<file path="config.mk">
export PLATFORM = sky130hd
export DESIGN_NAME = ata_taskfile_top
export DESIGN_NICKNAME = d
export VERILOG_FILES = /design/src/rtl/ata_tf_pkg.sv /design/src/rtl/ata_tf_decode.sv /design/src/rtl/ata_tf_regs.sv /design/src/rtl/ata_taskfile_top.sv
export SDC_FILE = /design/constraint.sdc
export NUM_CORES = 1
export LEC_CHECK = 0
export BUFFER_PORTS_ARGS = -buffer_cell sky130_fd_sc_hd__buf_2
export CAP_MARGIN = 15
export CELL_PAD_IN_SITES_DETAIL_PLACEMENT = 1
export CELL_PAD_IN_SITES_GLOBAL_PLACEMENT = 1
export CORE_MARGIN = 4
export CORE_UTILIZATION = 31
export DETAILED_ROUTE_END_ITERATION = 10
export PLACE_DENSITY_LB_ADDON = 0.1
export SYNTH_ARGS = -nofsm -noshare
export SYNTH_HDL_FRONTEND = slang
export SYNTH_SLANG_ARGS = --single-unit
export TNS_END_PERCENT = 20
</file>
<file path="constraint.sdc">
create_clock -name clk -period 2 [get_ports clk]
set_clock_uncertainty 0.05 [all_clocks]
set_input_delay 0.1 -clock clk [delete_from_list [all_inputs] [get_ports clk]]
set_output_delay 0.1 -clock clk [all_outputs]
set_load 0.03 [all_outputs]
</file>
<file path="src/rtl/ata_tf_pkg.sv">
package ata_tf_pkg;

   typedef enum logic [3:0] {
      SEL_NONE,
      SEL_DATA,
      SEL_ERRFEAT,
      SEL_COUNT,
      SEL_SECTOR,
      SEL_CYLLO,
      SEL_CYLHI,
      SEL_DRVHEAD,
      SEL_STATCMD,
      SEL_ALTCTL,
      SEL_DRVADDR
   } tf_sel_e;

   localparam int DH_DRV_BIT  = 4;
   localparam int DH_MODE_BIT = 6;
   localparam int DH_ONE_HI   = 7;
   localparam int DH_ONE_LO   = 5;
   localparam int N_PLAIN     = 5;

   // plain byte registers in storage order
   function automatic tf_sel_e plain_sel(input int idx);
      case (idx)
         0:       return SEL_ERRFEAT;
         1:       return SEL_COUNT;
         2:       return SEL_SECTOR;
         3:       return SEL_CYLLO;
         default: return SEL_CYLHI;
      endcase
   endfunction

endpackage

</file>
<file path="src/rtl/ata_tf_decode.sv">
module ata_tf_decode
   import ata_tf_pkg::*;
#(
   parameter int ADDR_W = 3
) (
   input  logic              cs_cmd_n,
   input  logic              cs_ctl_n,
   input  logic [ADDR_W-1:0] addr,
   output tf_sel_e           sel
);

   generate
      if (ADDR_W != 3) begin : g_bad_addr
         $error("ata_tf_decode: ADDR_W must be 3");
      end
   endgenerate

   always_comb begin
      sel = SEL_NONE;
      if (!cs_cmd_n && cs_ctl_n) begin
         case (addr)
            3'd0:    sel = SEL_DATA;
            3'd1:    sel = SEL_ERRFEAT;
            3'd2:    sel = SEL_COUNT;
            3'd3:    sel = SEL_SECTOR;
            3'd4:    sel = SEL_CYLLO;
            3'd5:    sel = SEL_CYLHI;
            3'd6:    sel = SEL_DRVHEAD;
            default: sel = SEL_STATCMD;
         endcase
      end else if (cs_cmd_n && !cs_ctl_n) begin
         if (addr == 3'd6)      sel = SEL_ALTCTL;
         else if (addr == 3'd7) sel = SEL_DRVADDR;
      end
   end

endmodule

</file>
<file path="src/rtl/ata_tf_regs.sv">
module ata_tf_regs
   import ata_tf_pkg::*;
#(
   parameter int REG_W  = 8,
   parameter int HEAD_W = 4
) (
   input  logic              clk,
   input  logic              rst_n,
   input  logic              strap,
   input  logic              wr_fire,
   input  tf_sel_e           sel,
   input  logic [REG_W-1:0]  wbyte,
   output logic [REG_W-1:0]  features,
   output logic [REG_W-1:0]  count,
   output logic [REG_W-1:0]  sector,
   output logic [REG_W-1:0]  cyl_lo,
   output logic [REG_W-1:0]  cyl_hi,
   output logic [HEAD_W-1:0] head,
   output logic              mode,
   output logic              drv,
   output logic [REG_W-1:0]  dev_ctl,
   output logic              selected
);

   generate
      if (REG_W < 8) begin : g_bad_reg
         $error("ata_tf_regs: REG_W must be at least 8");
      end
      if (HEAD_W < 1 || HEAD_W > 4) begin : g_bad_head
         $error("ata_tf_regs: HEAD_W must be 1 to 4");
      end
   endgenerate

   logic [N_PLAIN-1:0][REG_W-1:0] plain_q;
   logic [HEAD_W-1:0]             head_q;
   logic                          mode_q;
   logic                          drv_q;
   logic [REG_W-1:0]              ctl_q;

   assign selected = (drv_q == strap);

   for (genvar i = 0; i < N_PLAIN; i++) begin : g_plain
      logic [REG_W-1:0] q;
      always_ff @(posedge clk) begin
         if (!rst_n)
            q <= '0;
         else if (wr_fire && sel == plain_sel(i) && selected)
            q <= wbyte;
      end
      assign plain_q[i] = q;
   end

   always_ff @(posedge clk) begin
      if (!rst_n) begin
         head_q <= '0;
         mode_q <= 1'b0;
         drv_q  <= 1'b0;
      end else if (wr_fire && sel == SEL_DRVHEAD) begin
         drv_q <= wbyte[DH_DRV_BIT];
         if (wbyte[DH_DRV_BIT] == strap) begin
            head_q <= wbyte[HEAD_W-1:0];
            mode_q <= wbyte[DH_MODE_BIT];
         end
      end
   end

   always_ff @(posedge clk) begin
      if (!rst_n)
         ctl_q <= '0;
      else if (wr_fire && sel == SEL_ALTCTL)
         ctl_q <= wbyte;
   end

   assign features = plain_q[0];
   assign count    = plain_q[1];
   assign sector   = plain_q[2];
   assign cyl_lo   = plain_q[3];
   assign cyl_hi   = plain_q[4];
   assign head     = head_q;
   assign mode     = mode_q;
   assign drv      = drv_q;
   assign dev_ctl  = ctl_q;

   AST_FOREIGN_DH_KEEPS_HEAD: assert property (@(posedge clk) disable iff (!rst_n)
      (wr_fire && sel == SEL_DRVHEAD && wbyte[DH_DRV_BIT] != strap)
      |=> ($stable(head_q) && $stable(mode_q)));
   AST_DRV_FOLLOWS_DH_WRITE: assert property (@(posedge clk) disable iff (!rst_n)
      (wr_fire && sel == SEL_DRVHEAD) |=> (drv_q == $past(wbyte[DH_DRV_BIT])));
   AST_UNSEL_FEATURES_KEPT: assert property (@(posedge clk) disable iff (!rst_n)
      (wr_fire && sel == SEL_ERRFEAT && !selected) |=> $stable(features));

endmodule

</file>
<file path="src/rtl/ata_taskfile_top.sv">
module ata_taskfile_top
   import ata_tf_pkg::*;
#(
   parameter int DATA_W      = 16,
   parameter int REG_W       = 8,
   parameter int ADDR_W      = 3,
   parameter int HEAD_W      = 4,
   parameter bit EDGE_DETECT = 1'b1
) (
   input  logic              clk,
   input  logic              rst_n,
   input  logic              strap_drv1,
   input  logic              cs_cmd_n,
   input  logic              cs_ctl_n,
   input  logic [ADDR_W-1:0] addr,
   input  logic              rd_n,
   input  logic              wr_n,
   input  logic [DATA_W-1:0] wdata,
   output logic [DATA_W-1:0] rdata,
   output logic              rdata_oe,
   input  logic [REG_W-1:0]  status_in,
   input  logic [REG_W-1:0]  error_in,
   input  logic [REG_W-1:0]  drv_addr_in,
   input  logic [DATA_W-1:0] data_in,
   output logic              data_rd_stb,
   output logic              data_wr_stb,
   output logic [DATA_W-1:0] data_wr_word,
   output logic              cmd_stb,
   output logic [REG_W-1:0]  cmd_opcode,
   output logic [REG_W-1:0]  tf_features,
   output logic [REG_W-1:0]  tf_count,
   output logic [REG_W-1:0]  tf_sector,
   output logic [REG_W-1:0]  tf_cyl_lo,
   output logic [REG_W-1:0]  tf_cyl_hi,
   output logic [HEAD_W-1:0] tf_head,
   output logic              tf_lba_mode,
   output logic              tf_drv,
   output logic [REG_W-1:0]  dev_ctl
);

   localparam int PAD_W = DATA_W - REG_W;

   generate
      if (DATA_W <= REG_W) begin : g_bad_data
         $error("ata_taskfile_top: DATA_W must exceed REG_W");
      end
   endgenerate

   tf_sel_e          sel;
   logic             wr_fire;
   logic             rd_fire;
   logic             selected;
   logic [REG_W-1:0] wbyte;

   assign wbyte = wdata[REG_W-1:0];

   // strobe qualification variant
   generate
      if (EDGE_DETECT) begin : g_edge
         logic wr_q, rd_q;
         always_ff @(posedge clk) begin
            if (!rst_n) begin
               wr_q <= 1'b1;
               rd_q <= 1'b1;
            end else begin
               wr_q <= wr_n;
               rd_q <= rd_n;
            end
         end
         assign wr_fire = !wr_n && wr_q;
         assign rd_fire = !rd_n && rd_q;

         AST_CMD_SINGLE_PULSE: assert property (@(posedge clk) disable iff (!rst_n)
            cmd_stb |=> !cmd_stb);
      end else begin : g_level
         assign wr_fire = !wr_n;
         assign rd_fire = !rd_n;
      end
   endgenerate

   ata_tf_decode #(.ADDR_W(ADDR_W)) u_decode (
      .cs_cmd_n (cs_cmd_n),
      .cs_ctl_n (cs_ctl_n),
      .addr     (addr),
      .sel      (sel)
   );

   ata_tf_regs #(.REG_W(REG_W), .HEAD_W(HEAD_W)) u_regs (
      .clk      (clk),
      .rst_n    (rst_n),
      .strap    (strap_drv1),
      .wr_fire  (wr_fire),
      .sel      (sel),
      .wbyte    (wbyte),
      .features (tf_features),
      .count    (tf_count),
      .sector   (tf_sector),
      .cyl_lo   (tf_cyl_lo),
      .cyl_hi   (tf_cyl_hi),
      .head     (tf_head),
      .mode     (tf_lba_mode),
      .drv      (tf_drv),
      .dev_ctl  (dev_ctl),
      .selected (selected)
   );

   // command and data-port write pulses
   logic              cmd_stb_q, dwr_stb_q;
   logic [REG_W-1:0]  cmd_op_q;
   logic [DATA_W-1:0] dwr_q;

   always_ff @(posedge clk) begin
      if (!rst_n) begin
         cmd_stb_q <= 1'b0;
         cmd_op_q  <= '0;
         dwr_stb_q <= 1'b0;
         dwr_q     <= '0;
      end else begin
         cmd_stb_q <= wr_fire && sel == SEL_STATCMD && selected;
         dwr_stb_q <= wr_fire && sel == SEL_DATA && selected;
         if (wr_fire && sel == SEL_STATCMD && selected) cmd_op_q <= wbyte;
         if (wr_fire && sel == SEL_DATA && selected)    dwr_q    <= wdata;
      end
   end

   assign cmd_stb      = cmd_stb_q;
   assign cmd_opcode   = cmd_op_q;
   assign data_wr_stb  = dwr_stb_q;
   assign data_wr_word = dwr_q;

   // read path
   logic [REG_W-1:0]  dh_byte;
   logic [REG_W-1:0]  rd_byte;
   logic              rd_is_word;
   logic              rd_valid;

   always_comb begin
      dh_byte                = '0;
      dh_byte[DH_ONE_HI]     = 1'b1;
      dh_byte[DH_ONE_LO]     = 1'b1;
      dh_byte[DH_MODE_BIT]   = tf_lba_mode;
      dh_byte[DH_DRV_BIT]    = tf_drv;
      dh_byte[HEAD_W-1:0]    = tf_head;
   end

   always_comb begin
      rd_byte    = '0;
      rd_is_word = 1'b0;
      rd_valid   = 1'b1;
      case (sel)
         SEL_DATA:    rd_is_word = 1'b1;
         SEL_ERRFEAT: rd_byte = error_in;
         SEL_COUNT:   rd_byte = tf_count;
         SEL_SECTOR:  rd_byte = tf_sector;
         SEL_CYLLO:   rd_byte = tf_cyl_lo;
         SEL_CYLHI:   rd_byte = tf_cyl_hi;
         SEL_DRVHEAD: rd_byte = dh_byte;
         SEL_STATCMD: rd_byte = status_in;
         SEL_ALTCTL:  rd_byte = status_in;
         SEL_DRVADDR: rd_byte = drv_addr_in;
         default:     rd_valid = 1'b0;
      endcase
   end

   assign rdata_oe    = !rd_n && rd_valid && selected;
   assign rdata       = !rdata_oe ? '0 :
                        rd_is_word ? data_in : {{PAD_W{1'b0}}, rd_byte};
   assign data_rd_stb = rd_fire && sel == SEL_DATA && selected;

   AST_NO_DRIVE_BAD_SELECT: assert property (@(posedge clk) disable iff (!rst_n)
      (!cs_cmd_n && !cs_ctl_n) |-> !rdata_oe);
   AST_OE_ONLY_ON_READ: assert property (@(posedge clk) disable iff (!rst_n)
      rdata_oe |-> !rd_n);
   AST_CMD_FROM_HOST_WRITE: assert property (@(posedge clk) disable iff (!rst_n)
      cmd_stb |-> $past(!wr_n && !cs_cmd_n && cs_ctl_n && addr == 3'd7));
   AST_CMD_ONLY_WHEN_SELECTED: assert property (@(posedge clk) disable iff (!rst_n)
      cmd_stb |-> (tf_drv == strap_drv1));

endmodule

</file>
==> summary.md <==
Element type at the critical path start: an input pin. The finished layout holds 882 standard cells, fillers aside. Setup violations remaining at the end of the flow were counted as 0.

Footprint of the multi-input gates: 2640 µm². The first detailed-routing pass took 4 iterations. Entering global routing, the biggest net connects 32 pins. The per-instance average area after synthesis works out to 8.26 µm². The tools report the sum of net half-perimeters after detailed placement as 12.7 mm.

The cell count of the worst hold path is 3, and the initial antenna violation count is 0. The max-cap violation count came out at 0. For this configuration, the core starts out at a cell density of 31.9%. Of all nets on the critical path, the largest fanout is 4. The die is 122 µm tall. The xor/xnor share of the synthesized area is 0.431%. Synthesis inferred 82 register bits.

After clock tree synthesis, the clock-pin slew on the worst setup and hold paths is 0.06 ns. Synthesis produced a netlist whose cell count is 492. STA puts the critical path data arrival time at 1.85 ns. Summed over all cells, the static leakage comes to 2.78 nW. Setup repair after global routing could not meet its margin everywhere. The number of diodes added for antenna fixing was 0. The clock net in this run drives a total of 82 sinks. The Yosys step of the flow raised 0 warnings. Timing would allow up to 501 MHz. Cells with a size suffix above 1 make up 42.4% of the layout. The tools report the count of distinct cell types in the synthesized netlist as 43.

Across all layers, the routed design uses 4367 vias. STA puts the critical path data required time at 1.85 ns. The total standard cell area after synthesis was 4060 µm²; the time the worst path needs with I/O delays and setup was 2.00 ns. The via count of the first global-routing pass came out at 4605. The count of nets left with antenna violations once routing finished came out at 0.

Using the TritonRoute via totals, the vias-per-cell ratio works out to 4.95. The worst setup path is of the in2out kind. The count of H-tree levels built during CTS was 3; the worst slack at placement was -0.357 ns. Summed over all layers, the global routing overflow is 0. Measured on the finished design, the core utilization comes to 50.6%. Post-detailed-route DRC marker count: 0. The run finished with clean final reports. The compound-cell area share of the yosys netlist is 17.8%. VDD sags by at most 0.322 mV. Sequential cells were found to cover 40.4% of the synthesized design area. The finished cells cover 6440 µm². The share of synthesized area spent on multiplexers is 8.87%. Summing the areas of all and, or, nand and nor instances in the mapped netlist gives 26.7% of the synthesized area.

Broken down by cell family, the worst path's largest delay share belongs to compound AO/OA/AOI/OAI gates. In this run the critical register-to-register path is launched from u_regs.drv$_SDFFE_PN0P_. Final critical-path share of the clock period: 99.9%. The width of the die was 122 µm. The slew at the pin closest to its max-slew limit came out at 0.562 ns.

The most frequent standard cell in the layout excluding fill and tap cells was buf_2. The post-layout worst setup margin is 0.00283 ns. TritonCTS built the clock tree. The final number of hold-violating endpoints came out at 0. The minimum setup slack among reg-to-reg paths is 0.21 ns.

Fraction of registers with async set or reset after synthesis: 0%. The tools report the number of buffers inserted during clock tree synthesis as 9. The initialized floorplan defines 41 standard-cell rows. The run gives 0.828 as the routability congestion estimate from global placement.

Post-synthesis adder-cell area fraction: 1.23%. The net count of the finished layout is 778. The worst slew margin relative to its limit is 62.5%. After filler insertion, the fill cell instance count of the layout stands at 1539.

The logs give 15000 µm² for the total die area and 12700 µm² for the total core area. Among all stages on the critical path, the largest delay is contributed by a31oi_4. The largest single stage delay on the critical path is 0.21 ns. Among all flip-flop cells after synthesis, the most frequent one is dfxtp_1. The worst register-to-register path ends at u_regs.cyl_lo[5]$_SDFFE_PN0P_.

The tools report the number of ports placed on the die boundary as 164. The library cells used most frequently in the layout, excluding fill and tap cells, are buf_2 (152), nand2_1 (97), dfxtp_1 (82). After synthesis, the largest family of logic cells by area is simple AND/OR/NAND/NOR gates.

The number of flops mapped to enable cells by yosys was 0. The clock tree buffer depth is 2, and the overall fraction of global-route tracks in use is 22.5%. The tree is rooted in a clkbuf_16. The tightest min-delay check is of the in2reg type.

The tools report the post-detailed-placement cell area as 5670 µm². For the total count of max-transition violations in the final report, the log shows 0. In this run, the number of DRC markers left after iteration 0 of detailed routing was 145. The area growth from synthesis to layout is 58.6%. The later pin in the worst-skew pair is clocked with a latency of 0.33 ns. In this run the most critical hold path is launched from wdata[7]. The total power came out at 3.93 mW. In this run, placement finished with an instance count of 856. By instance count, the cell type seen most on the critical path is buf_4.

Input and output buffers added on the ports amount to 163. Synthesis produced a netlist with a net count of 562. In this run the power density over the cells is 610 nW/µm². The final layout contains routed wiring with a total length of 17.3 mm.

The destination of the worst hold path was data_wr_word[7]$_SDFFE_PN0P_. The global-route wire length before repair is 25.6 mm, and the wire length per cell is 19.6 µm. The path depth of the worst reg2reg path came out at 7. STA classifies the critical path endpoint as an output pin. The critical path goes through buf_8 > inv_4 > ha_4 > nor2_4 > buf_4 > a21o_1 > o21ai_1 > buf_4 > o211ai_1 > nand2_1 > a31oi_4 > buf_6. Registers take 1640 µm².

The buffers plus inverters on the worst setup path was 5.
## power by group
part	internal [mW]	total, mW	switching [mW]
combinational	0.292	0.656	0.364
sequential	1.65	1.65	0.00715
clock	0.978	1.62	0.642
total	2.92	3.93	1.01
## synth_stat cells, drive strengths merged, types with 2 or more instances
cell type  count  area share [%]
a21o           2            0.37
nor3           5             1.2
inv            5            0.46
nand3         47             5.9
a21oi         18             2.2
nand2b         5            0.77
xnor2          2            0.43
nand2        102             9.5
a31oi         11             1.7
o2bb2ai        7             1.5
buf           12             1.6
and2          10             1.5
ha             4             1.2
and3           4            0.62
a211oi         2            0.37
nor2b         32             4.9
o21ai          4            0.49
mux2i         36             8.9
a32oi          2            0.43
nor2          11             1.0
a21boi        48             8.9
dfxtp         82              40
nand4          2            0.31
clkbuf        27             2.5
## sequential cells by signal, summed over array words and instances, names as in the netlist, 4 cells and up
name             cells
cmd_opcode           8
data_wr_word        16
u_regs.count         8
u_regs.cyl_hi        8
u_regs.cyl_lo        8
u_regs.dev_ctl       8
u_regs.features      8
u_regs.head          4
u_regs.sector        8
## how the worst max path moves through the flow
| stage | startpoint | end | cells after the start |
|---|---|---|---|
| finish | addr[0] | rdata[3] | 12 |
| global route | addr[0] | rdata[3] | 12 |
| CTS | addr[1] | rdata[1] | 10 |
| detailed placement | addr[0] | rdata[7] | 12 |
| global placement | addr[0] | rdata[7] | 12 |
| floorplan | addr[0] | rdata[5] | 8 |
## worst min-delay path, stage by stage
cell,delay [ns]
buf_2,0.18
nand2_1,0.08
a21boi_1,0.05
## what timing repair did
item / CTS / global route
pin swaps: 8 / 6
gates resized for setup: 55 / 39
buffers inserted: 3 / 0
gates cloned: 0 / 1
hold buffers: 10 / 0
hold endpoints to repair: 10 / 0
setup endpoints to repair: 19 / 41
## layout make-up
type	count	area share, %
Multi-Input combinational cell	367	40.9
Sequential cell	82	25.5
Timing Repair Buffer	243	25.5
Clock buffer	10	3.71
Tap cell	172	3.34
Clock inverter	3	0.660
Inverter	5	0.447
## cells by family after synthesis
| family | Yosys count |
|---|---|
| and+or+nand+nor | 222 |
| DFF | 82 |
| buffers and inverters | 44 |
| muxes | 36 |
| xor gates and xnor gates | 2 |
| AOI/OAI and AO/OA | 102 |
| adders and majority gates | 4 |
## stage by stage
step           setup TNS [ns]  hold slack, ns
2_1_floorplan         -0.0307           0.151
3_5_place_dp           -18.99           0.261
3_3_place_gp           -14.22           0.252
4_1_cts               -0.0376          0.0726
5_1_grt                -0.284          0.0996
6_report                    0          0.0730
## routing by layer
| layer | track usage [%] | up-vias | routed length (µm) |
|---|---|---|---|
| met4 | 5.74 | 0 | 199 |
| met5 | 0 | - | 0 |
| met1 | 28.3 | 2102 | 7280 |
| li1 | - | 2119 | - |
| met2 | 39.1 | 132 | 8650 |
| met3 | 4.88 | 14 | 1130 |
Note: power is estimated with default switching activity, not from simulation.
